$ cat src/rtl/fseq_pkg.sv
package fseq_pkg;

    localparam int STEPS          = 6;
    localparam int IRQ_FIRST_STEP = 3;
    localparam int MAX_BOUND      = 41566;
    localparam int CNT_W          = $clog2(MAX_BOUND + 1) + 1;
    localparam int STEP_W         = $clog2(STEPS);

    typedef logic signed [CNT_W-1:0] cnt_t;
    typedef logic [STEP_W-1:0]       step_t;

    localparam step_t LAST_STEP = step_t'(STEPS - 1);

    typedef enum logic [1:0] {
        EV_NONE = 2'd0,
        EV_QTR  = 2'd1,
        EV_HALF = 2'd2
    } fev_e;

    typedef struct packed {
        logic five;
        logic inhibit;
        logic pal;
    } fcfg_t;

    // Boundary count of a step: the first three steps share the region
    // values, the tail depends on the sequence length.
    function automatic cnt_t step_bound(logic pal, logic five, step_t s);
        int b0, b1, b2, b3, b5, r;
        b0 = pal ? 8313  : 7457;
        b1 = pal ? 16627 : 14913;
        b2 = pal ? 24939 : 22371;
        b3 = pal ? 33252 : 29828;
        b5 = pal ? 41565 : 37281;
        if (int'(s) == 0)      r = b0;
        else if (int'(s) == 1) r = b1;
        else if (int'(s) == 2) r = b2;
        else if (int'(s) == 3) r = five ? b3 + 1 : b3;
        else if (int'(s) == 4) r = five ? b5 : b3 + 1;
        else                   r = five ? b5 + 1 : b3 + 2;
        return cnt_t'(r);
    endfunction

    function automatic fev_e step_event(step_t s);
        fev_e e;
        if (int'(s) == 1 || int'(s) == 4)      e = EV_HALF;
        else if (int'(s) == 0 || int'(s) == 2) e = EV_QTR;
        else                                   e = EV_NONE;
        return e;
    endfunction

    function automatic logic step_raises_irq(step_t s);
        return int'(s) >= IRQ_FIRST_STEP;
    endfunction

endpackage

$ cat src/rtl/fseq_ctrl.sv
module fseq_ctrl
    import fseq_pkg::*;
#(
    parameter int DATA_W     = 8,
    parameter int MODE_BIT   = 7,
    parameter int INH_BIT    = 6,
    parameter int ODD_DELAY  = 3,
    parameter int EVEN_DELAY = 4
) (
    input  logic              clk,
    input  logic              rst,
    input  logic              soft_rst,
    input  logic              region_pal,
    input  logic              wr_en,
    input  logic [DATA_W-1:0] wr_data,
    input  logic              cyc_odd,
    output fcfg_t             cfg,
    output logic              restart,
    output cnt_t              restart_val,
    output logic              imm_clk,
    output logic              irq_clr
);

    localparam cnt_t ODD_LOAD  = -cnt_t'(ODD_DELAY);
    localparam cnt_t EVEN_LOAD = -cnt_t'(EVEN_DELAY);

    logic unused_data_bits;
    assign unused_data_bits = ^wr_data;

    fcfg_t cfg_q;

    always_ff @(posedge clk) begin
        if (rst) begin
            cfg_q.inhibit <= 1'b0;
            cfg_q.pal     <= region_pal;
            if (!soft_rst) begin
                cfg_q.five <= 1'b0;
            end
        end else if (wr_en) begin
            cfg_q.five    <= wr_data[MODE_BIT];
            cfg_q.inhibit <= wr_data[INH_BIT];
        end
    end

    always_comb begin
        cfg         = cfg_q;
        restart     = wr_en;
        restart_val = cyc_odd ? ODD_LOAD : EVEN_LOAD;
        imm_clk     = wr_en && wr_data[MODE_BIT];
        irq_clr     = wr_en && wr_data[INH_BIT];
    end

    // a soft reset leaves the selected sequence length alone
    a_r12_soft_keep: assert property (@(posedge clk)
        (rst && soft_rst) |=> (cfg_q.five == $past(cfg_q.five)));

    // the region select only moves in reset cycles
    a_r3_region_frozen: assert property (@(posedge clk) disable iff (rst)
        (!rst) |=> $stable(cfg_q.pal));

endmodule

$ cat src/rtl/fseq_timer.sv
module fseq_timer
    import fseq_pkg::*;
#(
    parameter int POWERUP_CNT = 6
) (
    input  logic  clk,
    input  logic  rst,
    input  fcfg_t cfg,
    input  logic  restart,
    input  cnt_t  restart_val,
    output logic  fire,
    output step_t step
);

    cnt_t  cnt_q;
    step_t step_q;
    logic  hit;

    always_comb begin
        hit  = (cnt_q == step_bound(cfg.pal, cfg.five, step_q));
        fire = hit && !restart;
        step = step_q;
    end

    always_ff @(posedge clk) begin
        if (rst) begin
            cnt_q  <= cnt_t'(POWERUP_CNT);
            step_q <= '0;
        end else if (restart) begin
            cnt_q  <= restart_val;
            step_q <= '0;
        end else if (hit && step_q == LAST_STEP) begin
            cnt_q  <= '0;
            step_q <= '0;
        end else if (hit) begin
            cnt_q  <= cnt_q + cnt_t'(1);
            step_q <= step_q + step_t'(1);
        end else begin
            cnt_q  <= cnt_q + cnt_t'(1);
        end
    end

    // the step index stays inside the six-entry table
    a_r4_step_range: assert property (@(posedge clk) disable iff (rst)
        int'(step_q) < STEPS);

    // the final boundary returns the counter to zero
    a_r5_wrap_zero: assert property (@(posedge clk) disable iff (rst)
        (fire && step_q == LAST_STEP) |=> (cnt_q == 0 && step_q == 0));

    // a write restarts at step 0 with a negative count
    a_r6_restart_step0: assert property (@(posedge clk) disable iff (rst)
        (restart && !rst) |=> (step_q == 0 && cnt_q < 0));

endmodule

$ cat src/rtl/fseq_irq.sv
module fseq_irq
    import fseq_pkg::*;
(
    input  logic  clk,
    input  logic  rst,
    input  fcfg_t cfg,
    input  logic  fire,
    input  step_t step,
    input  logic  clr_wr,
    input  logic  ack,
    output logic  irq
);

    logic irq_q;
    logic set;

    always_comb begin
        set = fire && !cfg.five && !cfg.inhibit && step_raises_irq(step);
        irq = irq_q;
    end

    always_ff @(posedge clk) begin
        if (rst)         irq_q <= 1'b0;
        else if (clr_wr) irq_q <= 1'b0;
        else if (set)    irq_q <= 1'b1;
        else if (ack)    irq_q <= 1'b0;
    end

    // a masking write drops the level
    a_r9_mask_clears: assert property (@(posedge clk) disable iff (rst)
        clr_wr |=> !irq_q);

    // the level only rises in unmasked 4-step mode
    a_r11_rise_needs_short_mode: assert property (@(posedge clk) disable iff (rst)
        $rose(irq_q) |-> $past(!cfg.five && !cfg.inhibit));

endmodule

$ cat src/rtl/fseq_pulse.sv
module fseq_pulse
    import fseq_pkg::*;
(
    input  logic  clk,
    input  logic  rst,
    input  logic  fire,
    input  step_t step,
    input  logic  imm,
    output logic  qtr,
    output logic  half
);

    fev_e ev;
    logic qtr_q, half_q;

    always_comb begin
        ev   = step_event(step);
        qtr  = qtr_q;
        half = half_q;
    end

    always_ff @(posedge clk) begin
        if (rst) begin
            qtr_q  <= 1'b0;
            half_q <= 1'b0;
        end else begin
            qtr_q  <= imm || (fire && ev != EV_NONE);
            half_q <= imm || (fire && ev == EV_HALF);
        end
    end

    // a half-frame clock always brings a quarter-frame clock with it
    a_r4_half_has_qtr: assert property (@(posedge clk) disable iff (rst)
        half_q |-> qtr_q);

    // a mode-5 write clocks both units in the next cycle
    a_r7_imm_clock: assert property (@(posedge clk) disable iff (rst)
        (imm && !rst) |=> (qtr_q && half_q));

endmodule

$ cat src/rtl/frame_sequencer.sv
module frame_sequencer
    import fseq_pkg::*;
#(
    parameter int DATA_W      = 8,
    parameter int MODE_BIT    = 7,
    parameter int INH_BIT     = 6,
    parameter int ODD_DELAY   = 3,
    parameter int EVEN_DELAY  = 4,
    parameter int POWERUP_CNT = 6
) (
    input  logic              clk,
    input  logic              rst,
    input  logic              soft_rst,
    input  logic              region_pal,
    input  logic              wr_en,
    input  logic [DATA_W-1:0] wr_data,
    input  logic              cyc_odd,
    input  logic              irq_ack,
    output logic              qtr_pulse,
    output logic              half_pulse,
    output logic              irq
);

    fcfg_t cfg;
    logic  restart, imm_clk, irq_clr, fire;
    cnt_t  restart_val;
    step_t step;

    fseq_ctrl #(
        .DATA_W    (DATA_W),
        .MODE_BIT  (MODE_BIT),
        .INH_BIT   (INH_BIT),
        .ODD_DELAY (ODD_DELAY),
        .EVEN_DELAY(EVEN_DELAY)
    ) u_ctrl (
        .clk        (clk),
        .rst        (rst),
        .soft_rst   (soft_rst),
        .region_pal (region_pal),
        .wr_en      (wr_en),
        .wr_data    (wr_data),
        .cyc_odd    (cyc_odd),
        .cfg        (cfg),
        .restart    (restart),
        .restart_val(restart_val),
        .imm_clk    (imm_clk),
        .irq_clr    (irq_clr)
    );

    fseq_timer #(
        .POWERUP_CNT(POWERUP_CNT)
    ) u_timer (
        .clk        (clk),
        .rst        (rst),
        .cfg        (cfg),
        .restart    (restart),
        .restart_val(restart_val),
        .fire       (fire),
        .step       (step)
    );

    fseq_irq u_irq (
        .clk   (clk),
        .rst   (rst),
        .cfg   (cfg),
        .fire  (fire),
        .step  (step),
        .clr_wr(irq_clr),
        .ack   (irq_ack),
        .irq   (irq)
    );

    fseq_pulse u_pulse (
        .clk (clk),
        .rst (rst),
        .fire(fire),
        .step(step),
        .imm (imm_clk),
        .qtr (qtr_pulse),
        .half(half_pulse)
    );

endmodule

$ cat config.mk
export PLATFORM = sky130hd
export DESIGN_NAME = frame_sequencer
export DESIGN_NICKNAME = d
export VERILOG_FILES = /design/src/rtl/fseq_pkg.sv /design/src/rtl/fseq_ctrl.sv /design/src/rtl/fseq_timer.sv /design/src/rtl/fseq_irq.sv /design/src/rtl/fseq_pulse.sv /design/src/rtl/frame_sequencer.sv
export SDC_FILE = /design/constraint.sdc
export NUM_CORES = 1
export LEC_CHECK = 0
export BUFFER_PORTS_ARGS = -buffer_cell sky130_fd_sc_hd__buf_2
export CORE_MARGIN = 8
export CORE_UTILIZATION = 35
export CTS_CLUSTER_SIZE = 16
export DETAILED_ROUTE_END_ITERATION = 8
export HOLD_SLACK_MARGIN = 0.15
export PLACE_DENSITY = 0.63
export REMOVE_ABC_BUFFERS = 1
export SLEW_MARGIN = 20
export SYNTH_ARGS = -nofsm -noshare
export SYNTH_HDL_FRONTEND = slang
export SYNTH_SLANG_ARGS = --single-unit
export TNS_END_PERCENT = 50
$ cat constraint.sdc
create_clock -name clk -period 2.8 [get_ports clk]
set_input_delay 0 -clock clk [delete_from_list [all_inputs] [get_ports clk]]
set_output_delay 0 -clock clk [all_outputs]
set_load 0.05 [all_outputs]
-- Word-level counts from Yosys, hierarchy flattened
Index checks and enable logic that the tools add are counted.
- shift operators: 0
- reductions and logical operators: 23
- bitwise logic cells: 0
- mux-type cells: 23
- $add $sub $neg: 5
- $mul: 0
- divide/modulo/power cells: 0
- equal/unequal tests: 8
- order comparisons: 1
- operators by type and width (operator ; count):
    17-bit two-way mux ; 10
    17-bit by 2-bit adder with 17-bit output (second input constant) ; 3
    14-bit two-way mux ; 3
    17-bit by 3-bit adder with 17-bit output (second input constant) ; 1
    17-bit == test ; 1
    16-bit two-way mux ; 1
    15-bit two-way mux ; 1
    3-bit == test (second input constant) ; 4
    1-bit logical AND ; 9
    2-bit two-way mux ; 3
    2-bit nonzero test ; 3
    1-bit two-way mux ; 5
    1-bit logical OR ; 4
    3-bit by 1-bit adder with 3-bit output (second input constant) ; 1
    3-bit by 2-bit == test with 1-bit output (second input constant) ; 1
    3-bit by 2-bit >= comparator with 1-bit output (second input constant) ; 1
    1-bit zero test ; 3
    3-bit zero test ; 1
    3-bit OR reduction ; 1
    2-bit == test (second input constant) ; 1
    2-bit != test (second input constant) ; 1
    2-bit AND reduction ; 1
    2-bit OR reduction ; 1
- register bits: 26
- output and inout port bits: 3
- memory bits (read-only): 0
- memories kept: 0
- word-level logic and storage cells: 68
- bits in latches: 0
- input bits: 15
- memory bits (writable): 0

-- Longest topological paths before layout
- word-level depth: 14
- gate-level depth with buffers: 13
- gate-level depth less buffers: 9

-- By module
From an unflattened synthesis, not the netlist that was laid out.
- cell total of the unflattened synthesis: 302
- area, all modules: 2419.8 µm²
- modules (own cells, without submodules) (module ; times used ; area each (µm²) ; sequential area each (µm²) ; cells an instance):
    fseq_timer ; 1 ; 2000.7 ; 400.4 ; 256
    fseq_ctrl ; 1 ; 275.3 ; 80.1 ; 30
    fseq_pulse ; 1 ; 95.1 ; 40.0 ; 10
    fseq_irq ; 1 ; 48.8 ; 20.0 ; 6

-- Worst setup path after synthesis
No wires, ideal clock.
- path type: reg-to-reg
- start point: reg u_timer.step_q[2], in the netlist u_timer.step[2]
- end point: reg u_timer.cnt_q[0]
- period minus slack after synthesis: 2.617 ns
- arrival time: 2.478 ns
- slack: 0.183 ns
- required time: 2.660 ns
- cell stages (with the launch flop): 12
- path buffers: 2
- setup time: 0.140 ns
- cells stage by stage: dfxtp_1 buf_4 inv_1 ha_1 buf_2 nand3b_2 nand3_1 nor4b_1 nand4_1 or4_1 o31ai_1 a21oi_1
- longest elaborated chain between the ends: 10
- elaborated cells on any way between the ends: 15
- those cells by class: eq/ne (6); mux (7); reduce/logical (2)
- ends and longest elaborated chain (what ; RTL line ; source):
    start, declared ; fseq_timer.sv:16 ; step_t step_q;
    start signal, assigned ; fseq_timer.sv:37 ; step_q <= step_q + step_t'(1);
    3-bit == test ; fseq_pkg.sv:39 ; else if (int'(s) == 4) r = five ? b5 : b3 + 1;
    17-bit two-way mux ; fseq_pkg.sv:39 ;
    17-bit two-way mux ; fseq_pkg.sv:38 ; else if (int'(s) == 3) r = five ? b3 + 1 : b3;
    17-bit two-way mux ; fseq_pkg.sv:37 ; else if (int'(s) == 2) r = b2;
    17-bit two-way mux ; fseq_pkg.sv:36 ; else if (int'(s) == 1) r = b1;
    17-bit two-way mux ; fseq_pkg.sv:35 ; if (int'(s) == 0) r = b0;
    17-bit == test ; fseq_timer.sv:20 ; hit = (cnt_q == step_bound(cfg.pal, cfg.five, step_q));
    1-bit logical AND (*) ; fseq_timer.sv:32 ; end else if (hit && step_q == LAST_STEP) begin
    17-bit two-way mux (*) ; fseq_timer.sv:32 ;
    17-bit two-way mux (*) ; fseq_timer.sv:29 ; end else if (restart) begin
    end signal, assigned ; fseq_timer.sv:27 ; cnt_q <= cnt_t'(POWERUP_CNT);
    end signal, assigned ; fseq_timer.sv:30 ; cnt_q <= restart_val;
    end signal, assigned ; fseq_timer.sv:36 ; cnt_q <= cnt_q + cnt_t'(1);
    end, declared ; fseq_timer.sv:15 ; cnt_t cnt_q;
Mark *: on every way between the ends. The rest lies on a longest branch, timed or not.
A chain may end at the register's enable or synchronous reset.

-- Worst setup path in the final report
- start point: reg u_timer.step_q[1], in the netlist u_timer.step[1]
- end point: reg u_timer.cnt_q[6]
The elaborated chain is that of the path after synthesis.

==> results.cfg <==
[setup_path]
reg2reg_slack_ps = 130
cp-start-kind = flop
setup.worst_path.start = u_timer.step[1]$_SDFFE_PP0N_
worstReg2RegStart = u_timer.step[1]$_SDFFE_PP0N_
crit_required_ps = 2950
r2r_end = u_timer.cnt_q[6]$_SDFF_PP0_
cp-end-kind = flop
worstPathArrival_ps = 2810
worstSetupEndpoint = u_timer.cnt_q[6]$_SDFF_PP0_
crit_path_max_fanout = 7
path_class = flop to flop
r2r_cells = 10

[sta]
fin_crit_ps = 2670
final_max_slew_viol_count = 0
setup_viol = 0
hold_violations = 0
fin_worst_skew_ps = 5.74
fin_crit_sh = 0.952
hold_ws_ps = 163
rsz0062_at_grt = yes
max_freq_mhz = 375
relSlewSlack = 0.648
worst_slew_pin_slew_ps = 526

[global_routing]
antenna_found_initial = 0
grt_util_all_layers = 0.129
grt_pass1_wl_mm = 9.38
grt_max_degree = 25
first_global_vias = 1894
overflow = 0

[final_layout]
fill_cells = 621
layout_commonest_cell = nor2_1
fin_nets = 317
antennaDiodeCount = 0
synthToLayoutAreaGrowth_pct = 16.1
register_area_um2 = 542
multi_input_area_um2 = 1540
drive_gt1_frac = 0.192
final_core_util = 0.422
layout_common_cells = nor2_1, dfxtp_1, nand2_1

[routing]
drtAntennaViolNets = 0
drt_iter0_drc = 199
wl_mm = 5.81
wl_per_cell_um = 15.9
drc = 0
first_pass_iters = 4
via_count = 2076
viasPerCell = 5.67

[power_and_ir_drop]
p_leak_nw = 0.942
cellPowerDensity_nw_per_um2 = 372
ir_worst_vdd_v = 0.000200

[synthesis]
ys_ff_latch = 26
synth_edf_count = 2
async_reset_ff_frac = 0
syn_inst = 269
yosysWarnings = 0
postSynthAreaPerCell_um2 = 8.05
synth_top_flop_cell = dfxtp_1
ys_types = 63
synth_area_um2 = 2160
yosysSeqAreaShare = 0.250

[worst_hold_path]
worst_hold_path_type = input pin to flop
hold_depth = 3
hold_start = wr_en

[clocking]
cts_tree = built
cts_root_buf = clkbuf_8
path_clk_slew_ps = 100
clk_latency_ps = 280
cts_buffers = 3
max-clock-path-buffers = 2
clock-sinks = 26
htree_levels = 1

[place]
io_buffers = 11
dp_hpwl_mm = 4.16
gp_congestion = 0.882

[floorplanning]
core.rowCount = 28
initial_core_util = 0.363
dieWidth_um = 94.6
coreArea_um2 = 5960
ios = 18
die_h_um = 94.6
die_area_um2 = 8960

[run_status]
status = complete, no violations

[flow_run]
drv_cap = 0
==> critical path: stages, from the launching register on <==
cell and delay [ps]:
dfxtp_1 410, ha_1 230, buf_4 140, ha_1 200, nor2b_1 80, or4_1 460, nand3_1 140, nor4b_4 220
and2_4 220, and4_4 330, a211oi_1 90
==> through the flow <==
step / total power (W) / TNS (ps) / area, µm² / std cells / setup slack, ps
6_report: 0.000935 / 0 / 2510 / 366 / 134
4_1_cts: 0.000937 / 0 / 2440 / 363 / 7.96
5_1_grt: 0.000986 / -44.6 / 2510 / 366 / -44.6
3_3_place_gp: 0.000611 / 0 / 2300 / 352 / 87.7
2_1_floorplan: 0.000556 / -40.6 / 2070 / 255 / -40.6
3_5_place_dp: 0.000612 / 0 / 2300 / 352 / 55.9
==> synth_stat cells (2+ instances only) <==
cell | number | area share
nor2_1 | 25 | 0.043
dfxtp_1 | 24 | 0.22
nand2_1 | 19 | 0.033
a21oi_1 | 15 | 0.035
nand3_1 | 15 | 0.035
xnor2_1 | 13 | 0.053
ha_1 | 10 | 0.058
inv_1 | 10 | 0.017
nand2b_1 | 9 | 0.026
nor2b_1 | 9 | 0.026
a211oi_2 | 8 | 0.046
o21ai_0 | 8 | 0.018
a211oi_1 | 6 | 0.021
and3_1 | 6 | 0.017
mux2i_1 | 5 | 0.023
nand4_1 | 5 | 0.014
o21ai_1 | 5 | 0.012
xor2_1 | 5 | 0.020
buf_2 | 4 | 0.0092
nor3_1 | 4 | 0.0092
o22ai_1 | 4 | 0.012
buf_6 | 3 | 0.016
clkbuf_1 | 3 | 0.0052
or4_1 | 3 | 0.010
a2bb2oi_1 | 2 | 0.0081
a31o_2 | 2 | 0.0081
a31oi_1 | 2 | 0.0058
and3b_1 | 2 | 0.0081
buf_1 | 2 | 0.0035
edfxtp_1 | 2 | 0.028
nor3b_1 | 2 | 0.0069
nor4_1 | 2 | 0.0058
nor4b_1 | 2 | 0.0081
o21a_1 | 2 | 0.0069
o31ai_1 | 2 | 0.0069
or3_1 | 2 | 0.0058
==> sequential cells by signal (all words and copies together) (netlist names) <==
register and cells:
u_ctrl.cfg 3, u_irq.irq 1, u_pulse.half 1, u_pulse.qtr 1
u_timer.cnt_q 17, u_timer.step 3
==> how the worst min path moves through the flow <==
stage	slack [ps]	to
final	160	u_timer.cnt_q[3]$_SDFF_PP0_
after global routing	170	u_timer.cnt_q[4]$_SDFF_PP0_
after CTS	170	u_timer.cnt_q[3]$_SDFF_PP0_
after detailed placement	180	u_ctrl.cfg[0]$_DFFE_PP_
after global placement	180	u_ctrl.cfg[0]$_DFFE_PP_
after floorplan	60	u_timer.cnt_q[10]$_SDFF_PP0_
==> area by class of cell <==
| cell class | count | share of cell area |
|---|---|---|
| Clock buffer | 3 | 0.0164 |
| Clock inverter | 1 | 0.0119 |
| Inverter | 11 | 0.0164 |
| Multi-Input combinational cell | 219 | 0.614 |
| Sequential cell | 26 | 0.216 |
| Tap cell | 75 | 0.0373 |
| Timing Repair Buffer | 31 | 0.0886 |
==> cell families (layout without fill, tap and decap cells) <==
family          count (synthesis)  after routing  share of synthesized area
flops                          26             26                      0.250
buf+inv                        25             46                     0.0630
mux                             5              5                     0.0231
fa+ha+maj                      10             10                     0.0578
simple gates                  117            118                      0.304
xor+xnor                       18             18                     0.0728
compound gates                 68             68                      0.229
==> power by group <==
group | internal, W | leakage [nW] | switching (W)
clock network | 0.000192 | 0.0357 | 0.000126
registers | 0.000397 | 0.219 | 0.0000349
logic | 0.0000851 | 0.687 | 0.0000998
total | 0.000674 | 0.942 | 0.000261
==> metal layers <==
metal,share of wire,up-vias,GRT usage,wire length [µm]
met5,0,-,0,0
li1,-,1023,-,-
met1,0.47,990,0.171,2750
met3,0.042,7,0.0135,243
met4,0.013,0,0.0403,77
met2,0.47,56,0.213,2740
==> what timing repair did <==
item / in CTS / in global routing
endpoints found under the hold margin: 6 / 0
endpoints found under the setup margin: 0 / 21
buffers inserted: 0 / 2
resized for setup: 0 / 12
hold buffers: 7 / 0
Note: power is estimated with default switching activity, not from simulation.
